<file path="src/rtl/blk_erase_pkg.sv">
package blk_erase_pkg;

    typedef enum logic [3:0] {
        S_IDLE, S_SWE_ON, S_ESU_ON, S_ERS_ON, S_ERS_OFF, S_ESU_OFF, S_EV_ON,
        S_VWR, S_VWAIT, S_VRD, S_EV_RETRY, S_EV_EXIT, S_SWE_OFF, S_REPORT
    } seq_state_t;

    function automatic int imax(input int a, input int b);
        return (a > b) ? a : b;
    endfunction

endpackage

</file>
<file path="src/rtl/erase_wait_timer.sv">
module erase_wait_timer #(
    parameter int TW = 4
) (
    input  logic          clk,
    input  logic          rst_n,
    input  logic          load,
    input  logic [TW-1:0] load_val,
    output logic          expired
);
    logic [TW-1:0] cnt_q;

    always_ff @(posedge clk or negedge rst_n) begin
        if (!rst_n)             cnt_q <= '0;
        else if (load)          cnt_q <= load_val;
        else if (cnt_q != '0)   cnt_q <= cnt_q - 1'b1;
    end

    assign expired = (cnt_q == '0);
endmodule

</file>
<file path="src/rtl/erase_sel_check.sv">
module erase_sel_check #(
    parameter int NBLK = 4,
    parameter int IW   = 2
) (
    input  logic [NBLK-1:0] sel,
    output logic            onehot,
    output logic [IW-1:0]   idx
);
    always_comb begin
        idx = '0;
        for (int i = 0; i < NBLK; i++) begin
            if (sel[i]) idx = IW'(i);
        end
    end

    assign onehot = $onehot(sel);
endmodule

</file>
<file path="src/rtl/erase_attempt_ctr.sv">
module erase_attempt_ctr #(
    parameter int N_MAX = 4,
    parameter int CW    = 3
) (
    input  logic          clk,
    input  logic          rst_n,
    input  logic          clr,
    input  logic          inc,
    output logic [CW-1:0] count,
    output logic          at_max
);
    always_ff @(posedge clk or negedge rst_n) begin
        if (!rst_n)                  count <= '0;
        else if (clr)                count <= '0;
        else if (inc && !at_max)     count <= count + 1'b1;
    end

    assign at_max = (count >= CW'(N_MAX));
endmodule

</file>
<file path="src/rtl/blk_erase_seq.sv">
module blk_erase_seq
    import blk_erase_pkg::*;
#(
    parameter int NBLK      = 4,
    parameter int BLK_WORDS = 8,
    parameter int DW        = 16,
    parameter int N_MAX     = 4,
    parameter int T_SSWE    = 3,
    parameter int T_SESU    = 2,
    parameter int T_SE      = 6,
    parameter int T_CE      = 2,
    parameter int T_CESU    = 2,
    parameter int T_SEV     = 2,
    parameter int T_SEVR    = 2,
    parameter int T_CEV     = 2,
    parameter int T_CSWE    = 3,
    localparam int IW       = $clog2(NBLK),
    localparam int WW       = $clog2(BLK_WORDS),
    localparam int AW       = IW + WW,
    localparam int CW       = $clog2(N_MAX + 1)
) (
    input  logic            clk,
    input  logic            rst_n,
    input  logic            start,
    input  logic [NBLK-1:0] blk_sel,
    input  logic [DW-1:0]   fl_rdata,
    output logic            fl_swe,
    output logic            fl_esu,
    output logic            fl_ers,
    output logic            fl_ev,
    output logic            wdg_en,
    output logic [NBLK-1:0] blk_en,
    output logic [AW-1:0]   fl_addr,
    output logic            fl_wr,
    output logic [DW-1:0]   fl_wdata,
    output logic            fl_rd,
    output logic            busy,
    output logic            done,
    output logic            fail,
    output logic            sel_err,
    output logic [CW-1:0]   attempts
);
    localparam int T_MAX = imax(imax(imax(T_SSWE, T_SESU), imax(T_SE, T_CE)),
                           imax(imax(T_CESU, T_SEV), imax(imax(T_SEVR, T_CEV), T_CSWE)));
    localparam int TW    = $clog2(T_MAX + 1);

    seq_state_t state_q, state_d;

    logic            t_load, t_exp;
    logic [TW-1:0]   t_val;
    logic            sel_ok;
    logic [IW-1:0]   sel_idx;
    logic [IW-1:0]   idx_q;
    logic [WW-1:0]   word_q;
    logic [NBLK-1:0] sel_q;
    logic            ok_q, sel_err_q;
    logic            att_max;
    logic            accept, word_pass, word_last, enter;

    assign accept    = (state_q == S_IDLE) && start && sel_ok;
    assign word_pass = (fl_rdata == {DW{1'b1}});
    assign word_last = (word_q == WW'(BLK_WORDS - 1));
    assign enter     = (state_d != state_q);

    erase_sel_check #(.NBLK(NBLK), .IW(IW)) u_sel (
        .sel    (blk_sel),
        .onehot (sel_ok),
        .idx    (sel_idx)
    );

    erase_wait_timer #(.TW(TW)) u_tmr (
        .clk      (clk),
        .rst_n    (rst_n),
        .load     (t_load),
        .load_val (t_val),
        .expired  (t_exp)
    );

    erase_attempt_ctr #(.N_MAX(N_MAX), .CW(CW)) u_att (
        .clk    (clk),
        .rst_n  (rst_n),
        .clr    (accept),
        .inc    (enter && (state_d == S_ESU_ON)),
        .count  (attempts),
        .at_max (att_max)
    );

    // state register
    always_ff @(posedge clk or negedge rst_n) begin
        if (!rst_n) state_q <= S_IDLE;
        else        state_q <= state_d;
    end

    // next state and wait reload
    always_comb begin
        state_d = state_q;
        unique case (state_q)
            S_IDLE:     if (accept) state_d = S_SWE_ON;
            S_SWE_ON:   if (t_exp)  state_d = S_ESU_ON;
            S_ESU_ON:   if (t_exp)  state_d = S_ERS_ON;
            S_ERS_ON:   if (t_exp)  state_d = S_ERS_OFF;
            S_ERS_OFF:  if (t_exp)  state_d = S_ESU_OFF;
            S_ESU_OFF:  if (t_exp)  state_d = S_EV_ON;
            S_EV_ON:    if (t_exp)  state_d = S_VWR;
            S_VWR:                  state_d = S_VWAIT;
            S_VWAIT:    if (t_exp)  state_d = S_VRD;
            S_VRD: begin
                if (!word_pass)     state_d = att_max ? S_EV_EXIT : S_EV_RETRY;
                else if (word_last) state_d = S_EV_EXIT;
                else                state_d = S_VWR;
            end
            S_EV_RETRY: if (t_exp)  state_d = S_ESU_ON;
            S_EV_EXIT:  if (t_exp)  state_d = S_SWE_OFF;
            S_SWE_OFF:  if (t_exp)  state_d = S_REPORT;
            S_REPORT:               state_d = S_IDLE;
            default:                state_d = S_IDLE;
        endcase

        t_load = enter;
        unique case (state_d)
            S_SWE_ON:   t_val = TW'(T_SSWE - 1);
            S_ESU_ON:   t_val = TW'(T_SESU - 1);
            S_ERS_ON:   t_val = TW'(T_SE - 1);
            S_ERS_OFF:  t_val = TW'(T_CE - 1);
            S_ESU_OFF:  t_val = TW'(T_CESU - 1);
            S_EV_ON:    t_val = TW'(T_SEV - 1);
            S_VWAIT:    t_val = TW'(T_SEVR - 1);
            S_EV_RETRY,
            S_EV_EXIT:  t_val = TW'(T_CEV - 1);
            S_SWE_OFF:  t_val = TW'(T_CSWE - 1);
            default:    t_val = '0;
        endcase
    end

    // block, address and result registers
    always_ff @(posedge clk or negedge rst_n) begin
        if (!rst_n) begin
            sel_q     <= '0;
            idx_q     <= '0;
            word_q    <= '0;
            ok_q      <= 1'b0;
            sel_err_q <= 1'b0;
        end else begin
            sel_err_q <= (state_q == S_IDLE) && start && !sel_ok;
            if (accept) begin
                sel_q <= blk_sel;
                idx_q <= sel_idx;
                ok_q  <= 1'b0;
            end
            if (enter && state_d == S_EV_ON) word_q <= '0;
            if (state_q == S_VRD) begin
                if (word_pass && !word_last) word_q <= word_q + 1'b1;
                ok_q <= word_pass && word_last;
            end
        end
    end

    // outputs decoded from state
    always_comb begin
        fl_swe   = 1'b0;
        fl_esu   = 1'b0;
        fl_ers   = 1'b0;
        fl_ev    = 1'b0;
        wdg_en   = 1'b0;
        fl_wr    = 1'b0;
        fl_rd    = 1'b0;
        busy     = 1'b1;
        done     = 1'b0;
        fail     = 1'b0;
        unique case (state_q)
            S_IDLE:     busy = 1'b0;
            S_SWE_ON:   fl_swe = 1'b1;
            S_ESU_ON:   begin fl_swe = 1'b1; fl_esu = 1'b1; wdg_en = 1'b1; end
            S_ERS_ON:   begin fl_swe = 1'b1; fl_esu = 1'b1; wdg_en = 1'b1; fl_ers = 1'b1; end
            S_ERS_OFF:  begin fl_swe = 1'b1; fl_esu = 1'b1; wdg_en = 1'b1; end
            S_ESU_OFF:  begin fl_swe = 1'b1; wdg_en = 1'b1; end
            S_EV_ON:    begin fl_swe = 1'b1; fl_ev = 1'b1; end
            S_VWR:      begin fl_swe = 1'b1; fl_ev = 1'b1; fl_wr = 1'b1; end
            S_VWAIT:    begin fl_swe = 1'b1; fl_ev = 1'b1; end
            S_VRD:      begin fl_swe = 1'b1; fl_ev = 1'b1; fl_rd = 1'b1; end
            S_EV_RETRY,
            S_EV_EXIT:  fl_swe = 1'b1;
            S_SWE_OFF:  ;
            S_REPORT:   begin busy = 1'b0; done = ok_q; fail = !ok_q; end
            default:    busy = 1'b0;
        endcase
        blk_en   = (state_q inside {[S_ESU_ON:S_EV_EXIT]}) ? sel_q : '0;
        fl_addr  = {idx_q, word_q};
        fl_wdata = {DW{1'b1}};
        sel_err  = sel_err_q;
    end
endmodule

</file>
<file path="config.mk">
export PLATFORM = sky130hd
export DESIGN_NAME = blk_erase_seq
export DESIGN_NICKNAME = d
export VERILOG_FILES = /design/src/rtl/blk_erase_pkg.sv /design/src/rtl/erase_wait_timer.sv /design/src/rtl/erase_sel_check.sv /design/src/rtl/erase_attempt_ctr.sv /design/src/rtl/blk_erase_seq.sv
export SDC_FILE = /design/constraint.sdc
export NUM_CORES = 1
export LEC_CHECK = 0
export BUFFER_PORTS_ARGS = -buffer_cell sky130_fd_sc_hd__buf_2
export CAP_MARGIN = 20
export CORE_ASPECT_RATIO = 0.75
export CORE_MARGIN = 8
export CORE_UTILIZATION = 46
export CTS_BUF_LIST = sky130_fd_sc_hd__clkbuf_8
export CTS_CLUSTER_SIZE = 28
export DETAILED_ROUTE_END_ITERATION = 10
export PLACE_DENSITY = 0.75
export SLEW_MARGIN = 10
export SYNTH_ARGS = -nofsm -noshare
export SYNTH_HDL_FRONTEND = slang
export SYNTH_SLANG_ARGS = --single-unit
</file>
<file path="constraint.sdc">
create_clock -name clk -period 2.4 [get_ports clk]
set_input_delay 0.24 -clock clk [delete_from_list [all_inputs] [get_ports clk]]
set_output_delay 0.24 -clock clk [all_outputs]
set_load 0.01 [all_outputs]
</file>
==> results of run 1 <==
-- flip-flops by register name, summed over array words and instances (netlist names) --
name,count
u_tmr.cnt_q,3
ok_q,1
state_q,4
idx_q,2
sel_q,4
word_q,3
u_att.count,3
sel_err,1
-- cell type report --
type	count	area [µm²]
Tap cell	52	65.1
Timing Repair Buffer	67	393
Inverter	12	45.0
Fill cell	336	1540
Clock buffer	3	41.3
Multi-Input combinational cell	159	1020
Sequential cell	21	526
Clock inverter	1	5.00
-- report_power, final --
group	switching [mW]	leakage, nW	total [mW]	internal, mW
clock network	0.125	0.0255	0.241	0.116
logic	0.881	0.782	1.64	0.755
registers	0.192	0.273	0.675	0.483
total	1.20	1.08	2.55	1.35
-- per-stage QoR --
step,setup slack [ns],cells
after floorplan,0.0170,221
after global placement,-0.133,309
after detailed placement,-0.248,309
after CTS,0.0261,314
after global routing,-0.0263,315
final,0.0575,315
-- layout by cell type, fill, tap and decap left out, drive strengths merged, types with 4 or more instances in the layout --
cell | netlist | layout
buf | 25 | 66
nand2 | 23 | 23
dfrtp | 21 | 21
conb | 1 | 16
a21oi | 15 | 15
o21ai | 15 | 15
nor2 | 14 | 14
inv | 12 | 12
ha | 10 | 10
nand4 | 6 | 6
nor3 | 6 | 6
and2 | 5 | 5
or3 | 4 | 4
nand3 | 4 | 4
or2 | 4 | 4
-- worst reg2reg max path: cells and delay by family (launching register included) --
family	cells	cell delay [ns]
AO/OA/AOI/OAI	3	0.53
buffers and inverters	3	0.38
adder cells (fa/ha/maj)	2	0.44
AND/OR/NAND/NOR	2	0.34
flip-flops	1	0.37
-- final timing paths --
path,start,endpoint,slack [ns]
worst min-delay path,start,sel_err$_DFF_PN0_,0.21
worst min register to register,idx_q[0]$_DFFE_PN0P_,idx_q[0]$_DFFE_PN0P_,0.48
worst max register to register,u_tmr.cnt_q[0]$_DFFE_PN0P_,u_tmr.cnt_q[0]$_DFFE_PN0P_,0.24
min in group asynchronous,rst_n,state_q[3]$_DFF_PN0_,0.46
max in group asynchronous,rst_n,u_tmr.cnt_q[0]$_DFFE_PN0P_,1.60
worst max-delay path,blk_sel[2],u_tmr.cnt_q[0]$_DFFE_PN0P_,0.06
-- logic make-up (layout without fill, tap and decap cells) --
family,count (synthesis),in the layout
xor gates and xnor gates,2,2
DFF,21,21
other,1,16
muxes,1,1
adders and majority gates,12,12
AOI/OAI and AO/OA,49,49
and+or+nand+nor,79,79
buffers and inverters,41,83
-- routing by layer --
metal	wire length, µm	track usage (%)	vias to the layer above	part of all wire (%)
li1	-	-	797	-
met3	461	5.33	4	9.9
met1	2010	20.0	746	43
met4	27	2.29	0	0.58
met5	0	0	-	0
met2	2150	23.8	63	46
-- repair_timing --
action / 4_1_cts / 5_1_grt
buffers inserted: 0 / 1
hold buffers: 1 / 0
resized for setup: 0 / 2
endpoints found under the hold margin: 21 / 0
setup endpoints to repair: 0 / 5
==> metrics.cfg, run 1 <==
[clocking]
clock_latency_ns = 0.26
root_buffer = clkbuf_8
cts_tree = yes
clk_pin_slew_ns = 0.08
numCtsBuffers = 3
cts_max_level = 1
cts.sinks = 21
clockBufferDepth = 2

[place]
gp_congestion = 0.902
hpwl_mm = 3.60
dpl_cell_area_um2 = 2030
io_buffers = 45

[route]
drc = 0
via_per_inst = 5.11
wl_per_cell_um = 14.7
vias = 1610
drt-total-wl_mm = 4.65
dr.pass1.iters = 4
drtIter0Drc = 117
final_antenna_net_count = 0

[sta]
finClkSkew_ns = 0.00372
slew_headroom_pct = 58.5
setup_tns_ns = 0
setup_viol_count_final = 0
holdWs_ns = 0.211
final-hold-violation-count = 0
fmax_mhz = 427
fin_crit_ns = 2.34
worst_slew_pin_slew_ns = 0.622
fin_crit_sh_pct = 97.6
drv_slew = 0

[die]
die_x_um = 86.7
io_pins = 62
die_h_um = 69.1
dieArea_um2 = 5990
fp-row-count = 19
core_um2 = 3640
initial_utilization_pct = 47.5

[grt]
grt_pass1_wl_mm = 7.52
grtUsageTotal_pct = 15.3
grt_pass1_vias = 1541
grt_max_degree = 22
antenna_found_initial = 0
grt_overflow = 0

[logic_synthesis]
yosysTopAreaCellShare_pct = 30.4
yosysMostFrequentCell = nand2_1
avgSynthCellArea_um2 = 8.38
synth_top_area_cell = dfrtp_1
ys_ff_latch = 21
ys_async_sr_fraction_pct = 100
synth_xor_area_share_pct = 1.01
synth-edff-count = 0
synth.distinct_cells = 51
ys.flop_type = dfrtp_1
synth_simple_gate_area_share_pct = 24.5
synth-compound-area-share_pct = 20.2
synth.area.mux_share_pct = 0.580
yosys-top-cells-area = dfrtp_1, buf_4, ha_1
ys_seq_area_share_pct = 30.4
synth_top_family_by_area = simple AND/OR/NAND/NOR gates
yosys_warnings = 0
syn_area_um2 = 1730
yosys.area_share.adder_pct = 9.06
synth_common_cells = nand2_1, dfrtp_1, buf_4, a21oi_1, nor2_1
syn_inst = 206

[finish]
diodes = 0
utilization_pct = 57.7
area_delta_synth_final_pct = 21.4
finalNetCount = 298
drive_above_1_share_pct = 32.3
fin_area_um2 = 2100

[worst_setup_path]
max_stage_delay_ns = 0.47
critPathKind = in -> reg
worstPathRequired_ns = 2.53
path_buf_inv = 3
crit_cells = 11
crit_fanout = 5
crit_arrival_ns = 2.47
cp-end-kind = register
worstPathCellList = buf_2 -> inv_1 -> ha_1 -> ha_1 -> fa_1 -> nor3b_2 -> and3_2 -> a211oi_4 -> buf_4 -> a32oi_1 -> o211ai_1
start_kind = primary input
slowest_stage = fa_1
critPathTopFamily = adder cells
cp_common_cell = ha_1
worstRegToRegCells = 10

[power]
p_leak_nw = 1.08
power_density_nw_per_um2 = 1220
finalPower_mw = 2.55
ir_worst_vdd_mv = 0.560

[min_path]
hold_class = in -> reg
whs_path_depth = 3

[run]
cap_violations = 0

[status]
status = finished clean

No activity file was read; power rests on OpenSTA's default activity.
==> run 2, diff against run 1 <==
- CORE_UTILIZATION: 46 -> 48
- GPL_ROUTABILITY_DRIVEN: not set -> 0
- PLACE_DENSITY: 0.75 -> 0.78
==> run 2 against run 1 <==
Setup slack improved by 0.11 ns. Hold slack got worse by 0.0067 ns. Sequential cell count did not move. Total power fell by 3.1%. Global-route usage rose by 0.34 points. Sequential power barely moved. Sequential share of layout area rose by 0.43 points. Register-to-register slack got worse by 0.06 ns. Critical path depth fell by 1. Largest cell class unchanged. Critical path type unchanged. Final cell count fell by 3.8%. First-iteration DRC count fell by 26%. Routed wire length fell by 7.5%.
==> metrics.cfg, run 2 (synthesis results as in run 1) <==
[die]
die_h_um = 67.9
io_pins = 62
initial_utilization_pct = 48.7
die_x_um = 85.3
core_um2 = 3540
dieArea_um2 = 5790
fp-row-count = 19

[finish]
fin_cells = 303
drive_above_1_share_pct = 30.7
final_common_cell = buf_2
finalNetCount = 296
n_fill_cell = 356
final_cell_mix = buf_2, nand2_1, dfrtp_1
reg.largest.list = sel_q (4), state_q (4)
utilization_pct = 58.2
area_delta_synth_final_pct = 19.4
diodes = 0

[clocking]
cts.sinks = 21
cts_max_level = 1
cts_resized = 0
root_buffer = clkbuf_8
clockBufferDepth = 2
clock_latency_ns = 0.26
clk_pin_slew_ns = 0.08
numCtsBuffers = 3
post_cts_buffers = 0
cts_tree = yes

[sta]
rsz0062_at_grt = false
fmax_mhz = 448
final-hold-violation-count = 0
setup_viol_count_final = 0
finClkSkew_ns = 0.00294
slew_headroom_pct = 55.3
drv_slew = 0
worst_slew_pin_slew_ns = 0.670
fin_crit_sh_pct = 93.1
fin_crit_ns = 2.23
setup_ws_ns = 0.167

[worst_setup_path]
max_stage_delay_ns = 0.49
critPathKind = in -> reg
slowest_stage = fa_1
path_buf_inv = 2
cp_common_cell = ha_1
critPathTopFamily = adder cells
worstPathCellList = buf_2 -> inv_1 -> ha_1 -> ha_1 -> fa_1 -> nor3b_1 -> and3_1 -> a211oi_4 -> nand4_1 -> a221oi_2
crit_arrival_ns = 2.41
start_kind = primary input
worstPathRequired_ns = 2.58
cp-end-kind = register
crit_fanout = 5

[route]
via_per_inst = 5.22
drtIter0Drc = 86
wl_per_cell_um = 14.2
dr.pass1.iters = 5
final_antenna_net_count = 0
drt-total-wl_mm = 4.30
vias = 1582
drc = 0

[min_path]
hold_class = in -> reg

[place]
io_buffers = 45
post-place-ws_ns = -0.161
hpwl_mm = 3.46
place_inst = 298

[grt]
grt_pass1_wl_mm = 7.27
grt_max_degree = 22
grtUsageTotal_pct = 15.6
grt_overflow = 0
grt_pass1_vias = 1594
antenna_found_initial = 0

[power]
p_leak_nw = 1.07
power_density_nw_per_um2 = 1200
ir_worst_vdd_mv = 0.595

[status]
status = finished clean

[run]
cap_violations = 0

==> run 2: layout make-up <==
| type | instances | area (µm²) | share of cell area [%] |
|---|---|---|---|
| repair buffers | 65 | 378 | 18.3 |
| multi-input cells | 159 | 1020 | 49.3 |
| clock inverters | 1 | 3.75 | 0.182 |
| well taps | 42 | 52.6 | 2.55 |
| inverters | 12 | 45.0 | 2.18 |
| clock buffers | 3 | 41.3 | 2.00 |
| flip-flops and latches | 21 | 526 | 25.5 |
==> run 2: where the power goes <==
part / internal, mW / leakage (nW) / switching [mW]
Combinational: 0.730 / 0.770 / 0.836
Clock: 0.114 / 0.0269 / 0.120
Sequential: 0.483 / 0.273 / 0.190
Total: 1.33 / 1.07 / 1.15
==> run 2: layer usage <==
metal	vias to the layer above	GRT usage (%)	part of all wire [%]
li1	796	-	-
met4	0	3.91	0.68
met3	4	4.80	8.6
met2	56	26.6	47
met5	-	0	0
met1	726	19.1	43
==> run 2: path summary, 6_finish.rpt <==
check / startpoint / cells past startpoint / to / slack [ns]
hold / removal: start / 3 / sel_err$_DFF_PN0_ / 0.20
max in group asynchronous: rst_n / 2 / sel_q[3]$_DFFE_PN0P_ / 1.60
setup reg to reg: u_tmr.cnt_q[0]$_DFFE_PN0P_ / 9 / u_tmr.cnt_q[1]$_DFFE_PN0P_ / 0.18
min in group asynchronous: rst_n / 2 / ok_q$_DFFE_PN0P_ / 0.47
hold reg to reg: sel_q[1]$_DFFE_PN0P_ / 2 / sel_q[1]$_DFFE_PN0P_ / 0.49
setup / recovery: blk_sel[2] / 10 / u_tmr.cnt_q[1]$_DFFE_PN0P_ / 0.17
==> run 2: per-stage QoR <==
step	hold slack [ns]	setup TNS (ns)	area (µm²)	total power, mW
global placement	0.225	-0.170	2010	2.21
floorplan	-0.0556	0	1780	1.77
CTS	0.207	0	2060	2.48
finish	0.204	0	2060	2.47
detailed placement	0.232	-0.596	2010	2.24
global route	0.224	0	2060	2.70
==> run 2: repair_timing <==
| item | CTS | global route |
|---|---|---|
| endpoints found under the setup margin | 0 | 1 |
| hold endpoints to repair | 21 | 0 |
| hold buffers | 1 | 0 |
==> run 2: tightest hold or removal path, stage by stage <==
cell	delay (ns)
buf_2	0.11
nand2_1	0.05
nor2_1	0.04
==> run 3, diff against run 2 <==
- ABC_AREA: not set -> 1
==> run 3 against run 2 <==
Sequential power is 7.7% lower. Hold slack better by 0.012 ns. Total power is 1.3% higher. Non-clock buffer count is 11 lower. Largest cell class unchanged.
==> metrics.cfg, run 3 <==
[finish]
final_cell_mix = nand2_1, buf_2, inv_1
final_common_cell = nand2_1
area_delta_synth_final_pct = 18.4
drive_above_1_share_pct = 27.4
fin_cells = 338
diodes = 0
reg.largest.list = sel_q (4), state_q (4)
utilization_pct = 57.6
finalNetCount = 331

[logic_synthesis]
yosysTopAreaCellShare_pct = 30.5
yosysMostFrequentCell = nand2_1
syn_inst = 241
yosys-top-cells-area = dfrtp_1, nand2_1, buf_4
ys_ff_latch = 21
yosys_warnings = 0
ys.flop_type = dfrtp_1
synth.distinct_cells = 32
avgSynthCellArea_um2 = 7.15
synth-edff-count = 0
syn_area_um2 = 1720
ys_async_sr_fraction_pct = 100
synth_top_area_cell = dfrtp_1
ys_seq_area_share_pct = 30.5
synth_common_cells = nand2_1, inv_1, nor2_1, dfrtp_1, nand3_1

[place]
io_buffers = 45
hpwl_mm = 3.32
place_inst = 333

[worst_setup_path]
start_kind = primary input
slowest_stage = fa_1
worstRegToRegCells = 16
max_stage_delay_ns = 0.42
critPathKind = in -> reg
worstPathCellList = buf_2 -> inv_1 -> ha_1 -> ha_1 -> fa_1 -> nor3b_1 -> nand2_1 -> buf_4 -> clkinvlp_4 -> nand2_1 -> o211ai_1
cp-end-kind = register
r2r-start = u_tmr.cnt_q[0]$_DFFE_PN0P_
worstPathRequired_ns = 2.58
r2r-end = u_att.count[0]$_DFFE_PN0P_
crit_arrival_ns = 2.32
crit_fanout = 10
path_buf_inv = 4
critPathTopFamily = adder cells
r2r_slack_ns = 0.30

[grt]
grt_pass1_vias = 1530
grt_max_degree = 22
grt_pass1_wl_mm = 6.95
antenna_found_initial = 0
grtUsageTotal_pct = 14.7
grt_overflow = 0

[min_path]
hold_end = sel_err$_DFF_PN0_
whs_path_depth = 3
hold_class = in -> reg
hold_path_startpoint = start

[route]
drc = 0
drtIter0Drc = 116
vias = 1609
final_antenna_net_count = 0
drt-total-wl_mm = 4.06
wl_per_cell_um = 12.0
dr.pass1.iters = 4
via_per_inst = 4.76

[power]
p_int_mw = 1.22
switchingPower_mw = 1.28
p_leak_nw = 1.21
swShare_pct = 51.2
finalPower_mw = 2.51
seq_power_share_pct = 24.8
ir_worst_vdd_mv = 0.566
power_density_nw_per_um2 = 1230
pwr-share-comb_pct = 65.8
power_frac_clock_pct = 9.4

[status]
status = finished clean

[clocking]
root_buffer = clkbuf_8
cts.sinks = 21
clk_pin_slew_ns = 0.08
clockBufferDepth = 2
numCtsBuffers = 3
post_cts_buffers = 0
cts_max_level = 1
clock_latency_ns = 0.26
cts_tree = yes

[run]
cap_violations = 0

[die]
initial_utilization_pct = 48.6
io_pins = 62
dieArea_um2 = 5780
die_x_um = 85.2
core_um2 = 3540
fp-row-count = 19
die_h_um = 67.9

[sta]
drv_slew = 0
fmax_mhz = 467
finClkSkew_ns = 0.00427
rsz0062_at_grt = false
fin_crit_sh_pct = 89.3
fin_crit_ns = 2.14
final-hold-violation-count = 0
setup_viol_count_final = 0

run 3: worst register-to-register path, stage by stage (launching register included):
cell and delay [ns]:
dfrtp_1 0.37, inv_1 0.05, ha_1 0.19, ha_1 0.19, buf_4 0.16, nor2_1 0.14, inv_1 0.06, nand2_1 0.09
nand2_2 0.10, nand2_1 0.08, nand2_1 0.06, nor2_2 0.19, nand2_4 0.11, nand3_2 0.09, nand2_1 0.05, nand2_1 0.05
nand2_1 0.04
run 3: worst max path at each step:
stage	startpoint	to	slack (ns)	cells past startpoint
floorplan	blk_sel[2]	u_att.count[0]$_DFFE_PN0P_	0.17	14
global placement	blk_sel[2]	idx_q[0]$_DFFE_PN0P_	-0.01	11
detailed placement	blk_sel[2]	idx_q[0]$_DFFE_PN0P_	-0.08	11
CTS	blk_sel[2]	idx_q[0]$_DFFE_PN0P_	0.17	11
global route	blk_sel[2]	u_att.count[1]$_DFFE_PN0P_	0.04	13
finish	blk_sel[2]	idx_q[0]$_DFFE_PN0P_	0.26	11
run 3: metrics by stage:
step / TNS [ns] / cell area [µm²] / hold slack (ns) / setup WS (ns)
3_5_place_dp: -0.118 / 1980 / 0.229 / -0.0819
5_1_grt: 0 / 2040 / 0.199 / 0.0402
6_report: 0 / 2040 / 0.216 / 0.258
2_1_floorplan: 0 / 1780 / -0.0556 / 0.168
4_1_cts: 0 / 2040 / 0.206 / 0.175
3_3_place_gp: -0.0112 / 1980 / 0.225 / -0.0112
run 3: kinds of logic after synthesis:
group	share of synthesized area [%]
fa+ha+maj	8.42
compound gates	7.48
other cells	0.218
buf+inv	16.0
simple gates	36.8
xor+xnor	0.508
flops	30.5
run 3: per-layer routing:
| layer | track usage [%] | wire (µm) |
|---|---|---|
| met1 | 19.4 | 1930 |
| met2 | 24.4 | 1870 |
| met3 | 3.72 | 252 |
| met4 | 1.99 | 9 |
| met5 | 0 | 0 |
run 3: power by group through the flow:
stage / registers (mW) / clock network, mW / logic (mW)
after floorplan: 0.595 / 0 / 1.19
after global placement: 0.623 / 0 / 1.63
after detailed placement: 0.626 / 0 / 1.64
after CTS: 0.619 / 0.247 / 1.65
after global routing: 0.640 / 0.267 / 1.88
final: 0.621 / 0.236 / 1.65
run 3: layout make-up:
class,instances,area (µm²)
tap,42,52.6
timing repair buffer,54,295
sequential,21,526
clock buffer,3,41.3
clock inverter,1,7.51
inverter,36,141
fill,324,1500
multi-input combinational,181,977
run 3: timing repair:
| item | 4_1_cts | 5_1_grt |
|---|---|---|
| endpoints found under the hold margin | 21 | 0 |
| setup endpoints to repair | 0 | 1 |
| gates resized for setup | 0 | 1 |
| hold buffers | 1 | 0 |
